**src/rtl/uhp_pkg.sv**
```systemverilog
package uhp_pkg;
    localparam int unsigned ADDR_W     = 3;
    localparam int unsigned DATA_W     = 8;
    localparam int unsigned FIFO_DEPTH = 16;
    localparam int unsigned CNT_W      = $clog2(FIFO_DEPTH + 1);
endpackage

```
**src/rtl/uhp_sel_latch.sv**
```systemverilog
module uhp_sel_latch #(
    parameter int unsigned AW = uhp_pkg::ADDR_W
) (
    input  logic          clk,
    input  logic          rst,
    input  logic          as_n,
    input  logic          cs0,
    input  logic          cs1,
    input  logic          cs2_n,
    input  logic [AW-1:0] addr,
    output logic          sel_o,
    output logic [AW-1:0] addr_o
);
    typedef struct packed {
        logic          sel;
        logic [AW-1:0] addr;
    } hold_t;

    hold_t st_d, st_q;
    logic  live_sel;

    assign live_sel = cs0 & cs1 & ~cs2_n;

    always_comb begin
        st_d = st_q;
        if (rst) begin
            st_d = '0;
        end else if (!as_n) begin
            st_d.sel  = live_sel;
            st_d.addr = addr;
        end
    end

    always_ff @(posedge clk) begin
        st_q <= st_d;
    end

    assign sel_o  = as_n ? st_q.sel  : live_sel;
    assign addr_o = as_n ? st_q.addr : addr;

    AST_HOLD_WHILE_HIGH: assert property (@(posedge clk) disable iff (rst)
        (as_n && $past(as_n)) |-> ($stable(sel_o) && $stable(addr_o)));
endmodule

```
**src/rtl/uhp_strobe.sv**
```systemverilog
module uhp_strobe #(
    parameter int unsigned AW = uhp_pkg::ADDR_W,
    parameter int unsigned DW = uhp_pkg::DATA_W
) (
    input  logic          clk,
    input  logic          rst,
    input  logic          sel,
    input  logic [AW-1:0] addr,
    input  logic [DW-1:0] din,
    input  logic          ior,
    input  logic          ior_n,
    input  logic          iow,
    input  logic          iow_n,
    output logic          rd_o,
    output logic          we_o,
    output logic [AW-1:0] waddr_o,
    output logic [DW-1:0] wdata_o
);
    typedef struct packed {
        logic          busy;
        logic [AW-1:0] waddr;
        logic [DW-1:0] wdata;
    } wr_t;

    wr_t  st_d, st_q;
    logic rd_act, wr_act;

    assign rd_act = ior | ~ior_n;
    assign wr_act = iow | ~iow_n;

    always_comb begin
        st_d = st_q;
        if (rst) begin
            st_d = '0;
        end else begin
            st_d.busy = wr_act & (st_q.busy | sel);
            if (wr_act && sel) begin
                st_d.waddr = addr;
                st_d.wdata = din;
            end
        end
    end

    always_ff @(posedge clk) begin
        st_q <= st_d;
    end

    assign rd_o    = sel & rd_act;
    assign we_o    = st_q.busy & ~wr_act;
    assign waddr_o = st_q.waddr;
    assign wdata_o = st_q.wdata;

    AST_COMMIT_AFTER_ACTIVE: assert property (@(posedge clk) disable iff (rst)
        we_o |-> ($past(iow) || !$past(iow_n)));
    AST_COMMIT_ONE_CYCLE: assert property (@(posedge clk) disable iff (rst)
        we_o |=> !we_o);
endmodule

```
**src/rtl/uhp_ready.sv**
```systemverilog
module uhp_ready #(
    parameter int unsigned DEPTH = uhp_pkg::FIFO_DEPTH,
    parameter int unsigned CW    = uhp_pkg::CNT_W
) (
    input  logic [CW-1:0] rx_count,
    input  logic [CW-1:0] tx_count,
    output logic          rxrdy_n,
    output logic          txrdy_n
);
    localparam logic [CW-1:0] FULL_LVL = CW'(DEPTH);

    always_comb begin
        rxrdy_n = (rx_count == '0);
        txrdy_n = (tx_count >= FULL_LVL);
    end
endmodule

```
**src/rtl/uart_host_port.sv**
```systemverilog
module uart_host_port #(
    parameter int unsigned AW    = uhp_pkg::ADDR_W,
    parameter int unsigned DW    = uhp_pkg::DATA_W,
    parameter int unsigned DEPTH = uhp_pkg::FIFO_DEPTH,
    parameter int unsigned CW    = uhp_pkg::CNT_W
) (
    input  logic          clk,
    input  logic          rst,
    input  logic          as_n,
    input  logic          cs0,
    input  logic          cs1,
    input  logic          cs2_n,
    input  logic [AW-1:0] addr,
    input  logic          ior,
    input  logic          ior_n,
    input  logic          iow,
    input  logic          iow_n,
    input  logic [DW-1:0] din,
    output logic [DW-1:0] dout,
    output logic          dout_oe,
    output logic          ddis_n,
    output logic          reg_re,
    output logic [AW-1:0] reg_raddr,
    input  logic [DW-1:0] reg_rdata,
    output logic          reg_we,
    output logic [AW-1:0] reg_waddr,
    output logic [DW-1:0] reg_wdata,
    input  logic [CW-1:0] rx_count,
    input  logic [CW-1:0] tx_count,
    output logic          rxrdy_n,
    output logic          txrdy_n
);
    logic          eff_sel;
    logic [AW-1:0] eff_addr;
    logic          rd_en;

    uhp_sel_latch #(.AW(AW)) u_latch (
        .clk(clk), .rst(rst), .as_n(as_n),
        .cs0(cs0), .cs1(cs1), .cs2_n(cs2_n), .addr(addr),
        .sel_o(eff_sel), .addr_o(eff_addr)
    );

    uhp_strobe #(.AW(AW), .DW(DW)) u_strobe (
        .clk(clk), .rst(rst), .sel(eff_sel), .addr(eff_addr), .din(din),
        .ior(ior), .ior_n(ior_n), .iow(iow), .iow_n(iow_n),
        .rd_o(rd_en), .we_o(reg_we), .waddr_o(reg_waddr), .wdata_o(reg_wdata)
    );

    uhp_ready #(.DEPTH(DEPTH), .CW(CW)) u_ready (
        .rx_count(rx_count), .tx_count(tx_count),
        .rxrdy_n(rxrdy_n), .txrdy_n(txrdy_n)
    );

    assign reg_re    = rd_en;
    assign reg_raddr = eff_addr;
    assign dout_oe   = rd_en;
    assign ddis_n    = ~rd_en;
    assign dout      = rd_en ? reg_rdata : '0;

    AST_DRIVE_DISABLE_PAIR: assert property (@(posedge clk) disable iff (rst)
        dout_oe != ddis_n);
    AST_DOUT_QUIET: assert property (@(posedge clk) disable iff (rst)
        !dout_oe |-> (dout == '0));
endmodule

```
**config.mk**
```make
export PLATFORM = sky130hd
export DESIGN_NAME = uart_host_port
export DESIGN_NICKNAME = d
export VERILOG_FILES = /design/src/rtl/uhp_pkg.sv /design/src/rtl/uhp_sel_latch.sv /design/src/rtl/uhp_strobe.sv /design/src/rtl/uhp_ready.sv /design/src/rtl/uart_host_port.sv
export SDC_FILE = /design/constraint.sdc
export NUM_CORES = 1
export LEC_CHECK = 0
export BUFFER_PORTS_ARGS = -buffer_cell sky130_fd_sc_hd__buf_2
export CORE_ASPECT_RATIO = 1.1
export CORE_MARGIN = 5
export CORE_UTILIZATION = 42
export CTS_CLUSTER_SIZE = 24
export DETAILED_ROUTE_END_ITERATION = 10
export GPL_TIMING_DRIVEN = 1
export HOLD_SLACK_MARGIN = 0.05
export PLACE_DENSITY = 0.83
export SKIP_LAST_GASP = 1
export SYNTH_ARGS = -nofsm -noshare
export SYNTH_HDL_FRONTEND = slang
export SYNTH_SLANG_ARGS = --single-unit
```
**constraint.sdc**
```tcl
create_clock -name clk -period 2.5 [get_ports clk]
set_input_delay 0.375 -clock clk [delete_from_list [all_inputs] [get_ports clk]]
set_output_delay 0.375 -clock clk [all_outputs]
set_load 0.03 [all_outputs]
```
After elaboration in Yosys (flattened, before gate mapping):

Cells that the tools add are included.

* bitwise gates (word level): 13
* mux-type cells: 3
* reductions and logical operators: 2
* magnitude comparators: 1

Operators with widths (count)
* $mux W8: 1
* $and A1 B1 Y1: 5
* $ge A5 B5 Y1 const B: 1
* $logic_not A5 Y1: 1
* $not A1 Y1: 5
* $mux W3: 1
* $or A1 B1 Y1: 3
* $logic_and A1 B1 Y1: 1
* $mux W1: 1

* logic and storage cells: 24
* register bits: 16
* input port bits: 39
* output and inout bits: 28

Longest topological paths before layout:

* depth after elaboration: 5
* mapped depth: 5
* depth with buffers taken out: 3

By module:

A second synthesis with hierarchy kept.

* cells, all modules: 93
* area, all modules: 907.1 µm²

By module, submodules not included
* uhp_strobe: seq. area each 240.2 µm², times used 1, cells an instance 66, area an instance 653.1 µm²
* uhp_sel_latch: seq. area each 80.1 µm², times used 1, cells an instance 14, area an instance 177.7 µm²
* uart_host_port: seq. area each 0.0 µm², times used 1, cells an instance 10, area an instance 61.3 µm²
* uhp_ready: seq. area each 0.0 µm², times used 1, cells an instance 3, area an instance 15.0 µm²

Least setup slack after synthesis:

OpenSTA, ideal clock, no wires.

* path type: input port to output port
* start: in as_n
* end: out dout[0]
* buffers on the path: 1
* stages on the path: 4
* arrival: 1576 ps
* data required time: 2125 ps
* slack: 549 ps
* path through: buf_6 nand4bb_4 a21oi_2 and2_1

* cells in the longest elaborated chain, start to end: 3

RTL lines
* start: declaration: line uart_host_port.sv:9 `input logic as_n,`
* $mux W1: line uhp_sel_latch.sv:38 `assign sel_o = as_n ? st_q.sel : live_sel;`
* $and A1 B1 Y1: line uhp_strobe.sv:48 `assign rd_o = sel & rd_act;`
* named net dout_oe: line uart_host_port.sv:20 `output logic dout_oe,`
* $mux W8: line uart_host_port.sv:58 `assign dout = rd_en ? reg_rdata : '0;`
* end: declaration: line uart_host_port.sv:19 `output logic [DW-1:0] dout,`

The timed path passes the listed nets, and every way through them passes these cells.

Worst setup path after layout:

* start: in as_n
* end: out dout[0]

* cells in the longest elaborated chain, start to end: 3

RTL lines (line)
* $mux W1: uhp_sel_latch.sv:38
* $and A1 B1 Y1: uhp_strobe.sv:48
* $mux W8: uart_host_port.sv:58

No other way between the ends.

==> results.md <==
* Die W at 54.1 um
* Highest clock rate at 551 MHz
* Seq/Total Area, Yosys at 0.357
* Final Hold Violating Endpoints at 0
* GPL Wtd Cong at 0.648
* Post-DP HPWL at 1560 um
* Startpoint types: primary input
* Most frequent cells in the layout: buf_2 (60), nand2b_1 (16), dfxtp_1 (16), mux2i_1 (11), and2_1 (10)
* Crit-path max cell delay at 0.32 ns
* Crit. End Element: output pin
* Post-Syn Area at 898 sq um
* Drt via density at 4.37
* CP most frequent cell: buf_2
* Multiplexer share of the synthesized area at 0.169
* Max Slew Vio Count at 0
* Crit path DAT at 1.44 ns
* WL per Instance at 11.0 um
* Peak VDD IR at 0.308 mV
* Area grow syn2layout at 28.4%
* Clk_lat worst skew at 0.28 ns
* Slowest cell on crit path: a21oi_2
* # Post-CTS Setup Buffers at 0
* Worst-margin pin slew at 0.321 ns
* RSZ-0062 raised after global routing: false
* DIE HEIGHT at 58.5 um
* Commonest non-fill, non-tap cell in the layout: buf_2
* Slew headroom at 0.786
* Root Buffer: clkbuf_4
* XOR/XNOR Fraction of Synth Area at 0
* CTS tree: built
* Synth Area in Compound Gates at 0.0362
* #FFs+latches synth at 16
* Site Rows at 17
* # nets final at 183
* CP max FO at 11
* Final wirelength at 1890 um
* Post-Synth Adder-Cell Area at 0
* # setup viols final at 0
* Grt ovf at 0
* Final clock skew at 0.00151 ns
* Max Cap Viol at 0
* Syn_nets at 134
* Hold crit path type: in2reg
* Largest net degree at the start of global routing at 25
* Clk pin slew, worst setup/hold paths at 0.09 ns
* Tcrit/Tclk final at 0.726
* Hold-fix buffers, CTS at 0
* I/O pin cnt at 67
* Post-DRT Antenna Nets at 0
* Antenna cell count at 0
* DRT Pass-1 Iters at 4
* H-tree depth at 1
* Total CTS buffers at 3
* Area after DPL at 1120 sq um
* Hold_ws at 0.344 ns
* Final Cell Area at 1150 sq um
* CTS Sinks at 16
* Largest family of logic cells by synthesized area: simple AND/OR/NAND/NOR gates
* Setup ws final at 0.686 ns
* CP required at 2.12 ns
* DR WL met3 at 307 um
* Max Used Layer: met3
* Via Count at 748
* YS warnings at 0
* Simple-gate share of the synthesized area at 0.280
* Multi-input gate area at 435 sq um
* Post-route minimum period at 1.81 ns
* Share of post-route cells with drive strength above 1 at 0.490
* Detailed router's first-iteration violation count at 8
* Leakage power at 0.607 nW
* Antenna violations before repair at 0
* Pre-CTS setup slack at 0.672 ns
* Post-cts resize count at 0
* Port-buffer cells at 60
* Initial Utilization at 0.445
* Wire length on met2 at 906 um
* Drt drc at 0
* PD cells at 464 nW/um^2
* Avg Cell Area, Syn at 9.46 sq um
* Seq. cell area at 320 sq um
* Layout fillers at 188
* Gate count of the mapped netlist at 95
* Worst path cell trace: buf_2 > nand4bb_4 > a21oi_2 > and2_1 > buf_2
* All-layer global routing usage at 0.122
* Vias in the first global route at 710
* Synth unique cells at 18
* Global-route wire length before repair at 2860 um
* CORE AREA at 2020 sq um
* Post-Route M1 WL at 675 um
* Clock Path Buffers at 2
* Setup TNS at 0 ns
* Die area at 3160 sq um
* Setup CP Type: in2out
* Status: complete, no violations
[where the power goes]
group / internal, mW / switching [mW]
Clock: 0.0885 / 0.0782
Combinational: 0.0462 / 0.0568
Sequential: 0.263 / 0.00290
[Yosys cell counts (all sizes together)]
| cell type | n | area (sq um) |
|---|---|---|
| a211oi | 1 | 7.51 |
| a21o | 1 | 7.51 |
| a21oi | 2 | 17.5 |
| and2 | 10 | 62.6 |
| buf | 14 | 113 |
| clkbuf | 3 | 11.3 |
| dfxtp | 16 | 320 |
| inv | 5 | 18.8 |
| mux2 | 3 | 41.3 |
| mux2i | 11 | 110 |
| nand2 | 1 | 3.75 |
| nand2b | 16 | 100 |
| nand4bb | 1 | 27.5 |
| nor2 | 5 | 18.8 |
| nor2b | 5 | 31.3 |
| or4 | 1 | 7.51 |
[registers in the layout, summed over array words and instances, names as in the netlist]
signal,cells
u_strobe.st_q,1
u_strobe.waddr_o,3
u_latch.st_q,4
u_strobe.wdata_o,8
[stage by stage]
stage                     std cells  total power, mW  utilization
final                           171            0.535        0.571
after global routing            171            0.568        0.571
after CTS                       171            0.546        0.571
after detailed placement        167            0.376        0.553
after global placement          167            0.373        0.553
after floorplan                  95            0.344            -
[critical path, delay by kind of cell]
kind / cells / cell delay, ns
simple gates: 2 / 0.41
buf+inv: 2 / 0.33
compound gates: 1 / 0.32
[cell type report]
class / count / share of cell area
Sequential cell: 16 / 0.278
Multi-Input combinational cell: 57 / 0.377
Clock buffer: 4 / 0.0315
Tap cell: 28 / 0.0304
Timing Repair Buffer: 61 / 0.267
Inverter: 5 / 0.0163
[layer usage]
metal,up-vias,global-route usage
li1,384,-
met5,-,0
met2,43,0.220
met1,321,0.122
met4,0,0.0498
met3,0,0.0481
[logic make-up after synthesis]
group,count (synthesis)
mux,14
simple gates,39
compound gates,4
buf+inv,22
flops,16
[worst paths after layout]
| path | end | cells past startpoint | slack, ns | startpoint |
|---|---|---|---|---|
| worst min-delay path | u_strobe.wdata_o[1] | 3 | 0.34 | din[1] |
| worst max register to register | u_strobe.waddr_o[0] | 4 | 1.27 | u_latch.st_q[3] |
| worst min register to register | u_strobe.st_q[11] | 2 | 0.46 | u_strobe.st_q[11] |
| worst max-delay path | dout[0] | 5 | 0.69 | as_n |
(Power assumes the default switching activity.)
